File: src/rtl/qdc_pkg.sv
package qdc_pkg;
   typedef enum logic [2:0] {
      ST_IDLE,
      ST_SETUP,
      ST_SHIFT,
      ST_HOLD,
      ST_LOAD,
      ST_LREL,
      ST_CSET,
      ST_CLR
   } qdc_state_e;
endpackage

File: src/rtl/qdc_divider.sv
module qdc_divider #(
   parameter int DIV = 32
) (
   input  logic clk,
   input  logic rst_n,
   input  logic run,
   output logic slot_end,
   output logic low_half
);
   localparam int CW = (DIV > 2) ? $clog2(DIV) : 1;
   localparam logic [CW-1:0] LAST  = CW'(DIV - 1);
   localparam logic [CW-1:0] HALFV = CW'(DIV / 2);

   if ((DIV < 2) || ((DIV % 2) != 0)) begin : g_bad_div
      $error("qdc_divider: DIV must be even and at least 2");
   end

   logic [CW-1:0] cnt;

   always_ff @(posedge clk or negedge rst_n) begin
      if (!rst_n)
         cnt <= '0;
      else if (!run || (cnt == LAST))
         cnt <= '0;
      else
         cnt <= cnt + 1'b1;
   end

   assign slot_end = run && (cnt == LAST);
   assign low_half = (cnt < HALFV);


   idle_count_zero_chk: assert property (@(posedge clk) disable iff (!rst_n)
      !run && $past(!run) |-> (cnt == '0));
endmodule

File: src/rtl/qdc_shifter.sv
module qdc_shifter #(
   parameter int ADDR_W = 2,
   parameter int PAD_W  = 2,
   parameter int DATA_W = 12
) (
   input  logic              clk,
   input  logic              rst_n,
   input  logic              load,
   input  logic              shift,
   input  logic [ADDR_W-1:0] chan,
   input  logic [DATA_W-1:0] code,
   output logic              msb
);
   localparam int FRAME_W = ADDR_W + PAD_W + DATA_W;

   if ((ADDR_W < 1) || (PAD_W < 0) || (DATA_W < 1)) begin : g_bad_fmt
      $error("qdc_shifter: invalid frame field widths");
   end

   logic [FRAME_W-1:0] frame;
   logic [FRAME_W-1:0] frame_new;

   if (PAD_W > 0) begin : g_pad
      assign frame_new = {chan, {PAD_W{1'b0}}, code};
   end else begin : g_nopad
      assign frame_new = {chan, code};
   end

   always_ff @(posedge clk or negedge rst_n) begin
      if (!rst_n)
         frame <= '0;
      else if (load)
         frame <= frame_new;
      else if (shift)
         frame <= {frame[FRAME_W-2:0], 1'b0};
   end

   assign msb = frame[FRAME_W-1];


   no_load_shift_chk: assert property (@(posedge clk) disable iff (!rst_n)
      !(load && shift));
endmodule

File: src/rtl/quad_dac_ctrl.sv
module quad_dac_ctrl
   import qdc_pkg::*;
#(
   parameter int DIV    = 32,
   parameter int ADDR_W = 2,
   parameter int PAD_W  = 2,
   parameter int DATA_W = 12
) (
   input  logic              clk,
   input  logic              rst_n,
   input  logic              req_valid,
   output logic              req_ready,
   input  logic              req_clear,
   input  logic              req_mid,
   input  logic [ADDR_W-1:0] req_chan,
   input  logic [DATA_W-1:0] req_code,
   output logic              done,
   output logic              dac_cs_n,
   output logic              dac_sclk,
   output logic              dac_sdi,
   output logic              dac_ld_n,
   output logic              dac_clr_n,
   output logic              dac_clrsel
);
   localparam int FRAME_W = ADDR_W + PAD_W + DATA_W;
   localparam int BW      = $clog2(FRAME_W);
   localparam logic [BW-1:0] LASTBIT = BW'(FRAME_W - 1);

   if (FRAME_W < 2) begin : g_bad_frame
      $error("quad_dac_ctrl: frame must hold at least two bits");
   end

   qdc_state_e    state;
   logic [BW-1:0] bitcnt;
   logic          clrsel_q;
   logic          done_q;
   logic          accept;
   logic          run;
   logic          slot_end;
   logic          low_half;
   logic          shift_en;
   logic          load_en;
   logic          msb;
   logic          in_frame;

   assign accept   = req_valid && (state == ST_IDLE);
   assign run      = (state != ST_IDLE);
   assign load_en  = accept && !req_clear;
   assign shift_en = slot_end && (state == ST_SHIFT) && (bitcnt != LASTBIT);

   qdc_divider #(.DIV(DIV)) u_div (
      .clk      (clk),
      .rst_n    (rst_n),
      .run      (run),
      .slot_end (slot_end),
      .low_half (low_half)
   );

   qdc_shifter #(.ADDR_W(ADDR_W), .PAD_W(PAD_W), .DATA_W(DATA_W)) u_shf (
      .clk   (clk),
      .rst_n (rst_n),
      .load  (load_en),
      .shift (shift_en),
      .chan  (req_chan),
      .code  (req_code),
      .msb   (msb)
   );

   always_ff @(posedge clk or negedge rst_n) begin
      if (!rst_n) begin
         state    <= ST_IDLE;
         bitcnt   <= '0;
         clrsel_q <= 1'b1;
         done_q   <= 1'b0;
      end else begin
         done_q <= slot_end && ((state == ST_LREL) || (state == ST_CLR));
         unique case (state)
            ST_IDLE: begin
               if (accept) begin
                  if (req_clear) begin
                     state    <= ST_CSET;
                     clrsel_q <= req_mid;
                  end else begin
                     state <= ST_SETUP;
                  end
               end
            end
            ST_SETUP: if (slot_end) begin
               state  <= ST_SHIFT;
               bitcnt <= '0;
            end
            ST_SHIFT: if (slot_end) begin
               if (bitcnt == LASTBIT)
                  state <= ST_HOLD;
               else
                  bitcnt <= bitcnt + 1'b1;
            end
            ST_HOLD: if (slot_end) state <= ST_LOAD;
            ST_LOAD: if (slot_end) state <= ST_LREL;
            ST_LREL: if (slot_end) state <= ST_IDLE;
            ST_CSET: if (slot_end) state <= ST_CLR;
            ST_CLR:  if (slot_end) state <= ST_IDLE;
            default: state <= ST_IDLE;
         endcase
      end
   end

   assign in_frame   = (state == ST_SETUP) || (state == ST_SHIFT) || (state == ST_HOLD) ||
                       (state == ST_LOAD) || (state == ST_LREL);
   assign req_ready  = (state == ST_IDLE);
   assign dac_cs_n   = !in_frame;
   assign dac_ld_n   = (state != ST_LOAD);
   assign dac_clr_n  = (state != ST_CLR);
   assign dac_sclk   = !((state == ST_SHIFT) && low_half);
   assign dac_sdi    = in_frame && msb;
   assign dac_clrsel = clrsel_q;
   assign done       = done_q;


   ld_inside_cs_chk: assert property (@(posedge clk) disable iff (!rst_n)
      !dac_ld_n |-> !dac_cs_n);

   sclk_idle_high_chk: assert property (@(posedge clk) disable iff (!rst_n)
      dac_cs_n |-> dac_sclk);

   sdi_on_fall_chk: assert property (@(posedge clk) disable iff (!rst_n)
      (!dac_cs_n && $past(!dac_cs_n) && !$stable(dac_sdi)) |-> $fell(dac_sclk));

   clr_outside_frame_chk: assert property (@(posedge clk) disable iff (!rst_n)
      !dac_clr_n |-> (dac_cs_n && dac_ld_n && dac_sclk));

   clrsel_hold_chk: assert property (@(posedge clk) disable iff (!rst_n)
      !dac_clr_n |-> $stable(dac_clrsel));

   ready_busy_chk: assert property (@(posedge clk) disable iff (!rst_n)
      (!dac_cs_n || !dac_clr_n) |-> !req_ready);

   done_at_release_chk: assert property (@(posedge clk) disable iff (!rst_n)
      done |-> ($rose(dac_cs_n) || $rose(dac_clr_n)));

   done_single_chk: assert property (@(posedge clk) disable iff (!rst_n)
      done |=> !done);
endmodule

File: config.mk
export PLATFORM = sky130hd
export DESIGN_NAME = quad_dac_ctrl
export DESIGN_NICKNAME = d
export VERILOG_FILES = /design/src/rtl/qdc_pkg.sv /design/src/rtl/qdc_divider.sv /design/src/rtl/qdc_shifter.sv /design/src/rtl/quad_dac_ctrl.sv
export SDC_FILE = /design/constraint.sdc
export NUM_CORES = 1
export LEC_CHECK = 0
export BUFFER_PORTS_ARGS = -buffer_cell sky130_fd_sc_hd__buf_2
export CORE_MARGIN = 3
export CORE_UTILIZATION = 45
export DETAILED_ROUTE_END_ITERATION = 7
export GPL_TIMING_DRIVEN = 0
export PLACE_DENSITY = 0.73
export SYNTH_ARGS = -nofsm -noshare
export SYNTH_HDL_FRONTEND = slang
export SYNTH_SLANG_ARGS = --single-unit
File: constraint.sdc
create_clock -name clk -period 3.6 [get_ports clk]
set_input_delay 0.36 -clock clk [delete_from_list [all_inputs] [get_ports clk]]
set_output_delay 0.36 -clock clk [all_outputs]
set_load 0.01 [all_outputs]
==> results of run 1 <==
## registers in the layout (all words and copies together) (netlist names)
register,cells
u_div.cnt,5
u_shf.frame,16
bitcnt,4
state,3
done,1
dac_clrsel,1
## path summary, 6_finish.rpt
path	end
worst max-delay path	u_shf.frame[9]
worst min-delay path	u_div.cnt[1]
worst max register to register	u_shf.frame[9]
worst min register to register	u_div.cnt[0]
max in group asynchronous	done
min in group clk	dac_clrsel
## final cells by class
type,count,share of cell area (%)
plain buffers,9,3.324
multi-input cells,93,38.54
flip-flops and latches,30,42.50
clock inverters,1,0.2829
well taps,44,3.112
clock buffers,7,3.112
repair buffers,26,7.355
inverters,5,1.768
## Yosys cell counts, drive strengths merged, types with 2 or more instances
library cell,count
a22o,3
a31oi,3
clkbuf,4
mux2,2
dfrtp,29
ha,3
nand2b,4
xnor2,3
a221o,10
a21oi,3
nand3,7
and2,2
nand2,4
or3,4
o21ai,4
nor2,6
nor3,4
inv,4
and3,14
buf,5
## worst max-delay path: stages, from the launching register on
cell and delay [ns]:
dfrtp_1 0.40, ha_1 0.19, and3_1 0.17, ha_1 0.17, buf_2 0.21, and4bb_2 0.33, a22oi_4 0.12, buf_6 0.16
a221o_1 0.30
## per-layer routing
metal  global-route usage, %  vias up  routed length (um)
met5                       0        -                   0
li1                        -      586                   -
met1                   22.27      593                1447
met4                   7.916        0                  74
met2                   25.81       31                1493
met3                   5.097       10                 195
## kinds of logic (layout without fill, tap and decap cells)
group	count (synthesis)	count (layout)	share of synthesized area, %
and+or+nand+nor	52	52	20.44
buffers and inverters	14	48	5.911
AOI/OAI and AO/OA	32	32	17.82
adders and majority gates	3	3	2.463
muxes	2	2	1.724
xor gates and xnor gates	4	4	2.299
DFF	30	30	49.34
## power groups by stage
stage | clock (mW) | sequential [mW] | combinational [mW]
6_report | 0.211 | 0.339 | 0.0228
5_1_grt | 0.228 | 0.339 | 0.0264
4_1_cts | 0.215 | 0.339 | 0.0238
3_5_place_dp | 0 | 0.345 | 0.0239
3_3_place_gp | 0 | 0.345 | 0.0228
2_1_floorplan | 0 | 0.345 | 0.00492
## layout by cell type, fill, tap and decap left out, types with 2 or more instances in the layout
master,count
nand3_1,6
nand2_1,4
o21ai_0,4
xnor2_1,3
nand2b_1,4
a221o_1,10
ha_1,3
clkbuf_4,5
buf_2,28
and3_1,14
nor3_1,4
nor2_1,6
or3_1,4
a31oi_1,3
inv_1,4
a22o_1,3
a21oi_1,3
clkbuf_1,5
dfrtp_1,29
buf_6,3
and2_1,2
## per-stage QoR
stage | worst slack [ns] | total power [mW] | utilization, % | cells
after floorplan | 1.668 | 0.3501 | - | 137
after global placement | 1.525 | 0.3682 | 54.21 | 207
after detailed placement | 1.449 | 0.3692 | 54.21 | 207
after CTS | 1.449 | 0.5771 | 56.11 | 215
after global routing | 1.300 | 0.5933 | 56.11 | 215
final | 1.457 | 0.5724 | 56.11 | 215
==> impl_metrics.env, run 1 <==
export IMPL_power_frac_comb_pct=4.0
export IMPL_min_period_over_period_pct=59.52
export IMPL_place_hpwl_mm=2.354
export IMPL_syn_to_final_growth_pct=16.09
export IMPL_hold_viol=0
export IMPL_cp_startpoint="u_div.cnt[0]"
export IMPL_netlist_area_um2=1524
export IMPL_clock_latency_ns=0.34
export IMPL_synth_edff_count=0
export IMPL_r2r_slack_ns=1.46
export IMPL_nNetsFinal=192
export IMPL_netlist_instances=137
export IMPL_critPathLaunchType="register"
export IMPL_yosysSeqAreaShare_pct=49.34
export IMPL_reg2reg_from="u_div.cnt[0]"
export IMPL_arrival_ns=2.37
export IMPL_drv_cap=0
export IMPL_wl_mm=3.211
export IMPL_wl_per_cell_um=14.93
export IMPL_critPathKind="register to register"
export IMPL_grt_pass1_vias=1196
export IMPL_root_buffer="clkbuf_4"
export IMPL_worst_pin_slew_ns=0.6450
export IMPL_gp_congestion=0.8236
export IMPL_cts_setup_buffers=0
export IMPL_drtAntennaViolNets=0
export IMPL_synth_avg_cell_area_um2=11.12
export IMPL_ir_worst_vdd_v=0.0001848
export IMPL_critPathMaxFanout=10
export IMPL_synth_ff_type="dfrtp_1"
export IMPL_core_um2=3153
export IMPL_power_leakage_nw=0.8911
export IMPL_cts_tree="built"
export IMPL_grt_use_total_pct=17.03
export IMPL_place_area_um2=1709
export IMPL_p_int_uw=441.7
export IMPL_rows=20
export IMPL_fmax_ghz=0.4667
export IMPL_ys_seq_elements=30
export IMPL_die_w_um=64.20
export IMPL_hold_ws_ns=0.03166
export IMPL_clockBufferDepth=2
export IMPL_swShare_pct=22.85
export IMPL_drive_gt1_share_pct=26.32
export IMPL_reg2reg_depth=8
export IMPL_drv_slew=0
export IMPL_cts_buffers_inserted=5
export IMPL_overflow=0
export IMPL_antenna_found_initial=0
export IMPL_fin_setup_tns_ns=0
export IMPL_fillers=315
export IMPL_fin_crit_ns=2.143
export IMPL_hold_path_class="primary input to async pin"
export IMPL_postLayoutCellArea_um2=1769
export IMPL_vias=1220
export IMPL_first_pass_iters=4
export IMPL_clk_pin_slew_ns=0.10
export IMPL_power_frac_clock_pct=36.8
export IMPL_p_seq_share_pct=59.2
export IMPL_rsz0062_at_grt="false"
export IMPL_drt_iter0_markers=90
export IMPL_ctsHoldBuffers=0
export IMPL_setup_violations_final=0
export IMPL_switchingPower_uw=130.8
export IMPL_required_ns=3.83
export IMPL_io_buffers=26
export IMPL_h_tree_depth=2
export IMPL_syn_num_nets=159
export IMPL_drcViolationCount=0
export IMPL_cp_end_kind="register"
export IMPL_yosysTopAreaCellShare_pct=47.62
export IMPL_yosysWarnings=0
export IMPL_dieArea_um2=4121
export IMPL_seqCellArea_um2=752.0
export IMPL_grt_pass1_wl_mm=5.437
export IMPL_grt_max_degree=31
export IMPL_ios=27
export IMPL_die_y_um=64.20
export IMPL_synth_largest_area_cell="dfrtp_1"
export IMPL_power_density_nw_per_um2=323.6
export IMPL_cts_sinks=30
export IMPL_slew_headroom_pct=57.00
export IMPL_cts_resized=0
export IMPL_vias_per_cell=5.674
export IMPL_finalClockSkew_ns=0.01494
export IMPL_outcome="finished, final reports clean"
export IMPL_synth_cell_types=42
export IMPL_multi_input_area_um2=681.9
export IMPL_netlist_top_cells_area="dfrtp_1, a221o_1, and3_1"
export IMPL_initial_core_util_pct=48.33
export IMPL_n_antenna_cell=0
export IMPL_synthArstFlopShare_pct=100.0
No activity file was read; power rests on OpenSTA's default activity.
==> run 2, diff against run 1 <==
==> constraint.sdc (replaced) <==
create_clock -name clk -period 2.2 [get_ports clk]
set_input_delay 0.22 -clock clk [delete_from_list [all_inputs] [get_ports clk]]
set_output_delay 0.22 -clock clk [all_outputs]
set_load 0.01 [all_outputs]
==> impl_metrics.env, run 2 (synthesis results as in run 1) <==
export IMPL_power_leakage_nw=0.8949
export IMPL_nNetsFinal=193
export IMPL_place_area_um2=1709
export IMPL_postLayoutCellArea_um2=1788
export IMPL_worst_slack_ns=0.1353
export IMPL_core_um2=3153
export IMPL_die_w_um=64.20
export IMPL_cts_buffers_inserted=5
export IMPL_ir_worst_vdd_v=0.0002956
export IMPL_post_place_cells=207
export IMPL_n_antenna_cell=0
export IMPL_hold_viol=0
export IMPL_grt_pass1_wl_mm=5.437
export IMPL_slew_headroom_pct=56.86
export IMPL_root_buffer="clkbuf_4"
export IMPL_path_common_cell="ha_1"
export IMPL_r2r_slack_ns=0.14
export IMPL_wl_per_cell_um=14.91
export IMPL_power_density_nw_per_um2=521.7
export IMPL_drv_slew=0
export IMPL_largest_reg_flops=16
export IMPL_fin_setup_tns_ns=0
export IMPL_initial_core_util_pct=48.33
export IMPL_finalClockSkew_ns=0.01496
export IMPL_dieArea_um2=4121
export IMPL_cp_slowest_stage_delay_ns=0.42
export IMPL_clockBufferDepth=2
export IMPL_clock_latency_ns=0.33
export IMPL_drtAntennaViolNets=0
export IMPL_drcViolationCount=0
export IMPL_first_pass_iters=4
export IMPL_largest_registers="u_shf.frame: 16 flops, u_div.cnt: 5 flops, bitcnt: 4 flops"
export IMPL_grt_use_total_pct=17.03
export IMPL_grt_max_degree=31
export IMPL_hold_path_class="primary input to register"
export IMPL_fillers=310
export IMPL_layout_common_cells="dfrtp_1, buf_2, and3_1"
export IMPL_critPathLaunchType="register"
export IMPL_syn_to_final_growth_pct=17.32
export IMPL_worst_pin_slew_ns=0.6471
export IMPL_grt_pass1_vias=1196
export IMPL_min_from="req_mid"
export IMPL_overflow=0
export IMPL_clk_pin_slew_ns=0.10
export IMPL_reg2reg_from="u_div.cnt[0]"
export IMPL_endpoint="u_shf.frame[9]"
export IMPL_critPathMaxFanout=10
export IMPL_antenna_found_initial=0
export IMPL_r2r_end="u_shf.frame[9]"
export IMPL_drv_cap=0
export IMPL_hold_ws_ns=0.1144
export IMPL_final_common_cell="dfrtp_1"
export IMPL_drt_iter0_markers=86
export IMPL_h_tree_depth=2
export IMPL_critPathKind="register to register"
export IMPL_gp_congestion=0.8236
export IMPL_place_hpwl_mm=2.354
export IMPL_pre_cts_slack_ns=0.04889
export IMPL_fin_crit_ns=2.065
export IMPL_setup_violations_final=0
export IMPL_die_y_um=64.20
export IMPL_drive_gt1_share_pct=26.74
export IMPL_vias_per_cell=5.630
export IMPL_ios=27
export IMPL_cts_sinks=30
export IMPL_rows=20
export IMPL_cp_startpoint="u_div.cnt[0]"
export IMPL_io_buffers=26
export IMPL_slowest_stage="dfrtp_1"
export IMPL_final_core_util_pct=56.71
export IMPL_min_period_over_period_pct=93.85
export IMPL_top_register="u_shf.frame"
export IMPL_fmax_ghz=0.4843
export IMPL_vias=1216
export IMPL_required_ns=2.47
export IMPL_cts_tree="built"
export IMPL_cp_end_kind="register"
export IMPL_outcome="finished, final reports clean"
export IMPL_total_power_uw=932.8
export IMPL_path_cells="ha_1, and3_1, ha_1, buf_4, and4bb_4, a22oi_4, buf_6, a221o_1"
export IMPL_wl_mm=3.220
export IMPL_arrival_ns=2.34
export IMPL_rsz0062_at_grt="false"
export IMPL_reg2reg_depth=8
export IMPL_final_instance_count_excl_fill=216
## run 2: cell types whose count changed in the layout (fill, tap and decap cells not counted), sizes merged
cell         before  now
dlygate4sd3       0    1
## run 2: cell type report
type | instances | area, um2 | share of cell area [%]
buffer | 9 | 61.31 | 3.429
sequential | 30 | 752.0 | 42.06
multi-input combinational | 93 | 688.2 | 38.49
tap | 44 | 55.05 | 3.079
clock buffer | 7 | 55.05 | 3.079
timing repair buffer | 27 | 140.1 | 7.838
inverter | 5 | 31.28 | 1.749
clock inverter | 1 | 5.005 | 0.2799
## run 2: metal layers
metal / track usage (%) / vias up / wire, um
li1: - / 587 / -
met1: 22.38 / 595 / 1482
met2: 25.81 / 30 / 1520
met3: 4.921 / 4 / 184
met4: 7.916 / 0 / 33
met5: 0 / - / 0
## run 2: power breakdown
| part | switching [mW] | internal (mW) |
|---|---|---|
| Clock | 0.185 | 0.155 |
| Sequential | 0.00124 | 0.553 |
| Combinational | 0.0223 | 0.0162 |
## run 2: timing repair
action                                  4_1_cts  5_1_grt
hold buffers                                  1        0
endpoints found under the setup margin        0       11
setup buffers                                 0        0
endpoints found under the hold margin        29        0
gates resized for setup                       0        4
## run 2: how the worst min path moves through the flow
stage                      end  depth (start not counted)
2_1_floorplan        bitcnt[0]                          0
3_3_place_gp   u_shf.frame[12]                          1
3_5_place_dp   u_shf.frame[12]                          1
4_1_cts             dac_clrsel                          2
5_1_grt             dac_clrsel                          2
6_report            dac_clrsel                          2
## run 2: worst max-delay path, delay by kind of cell (launching register included)
kind            cells  cell delay (ns)
buf+inv             2             0.35
fa+ha+maj           2             0.43
simple gates        2             0.42
compound gates      2             0.41
flops               1             0.42
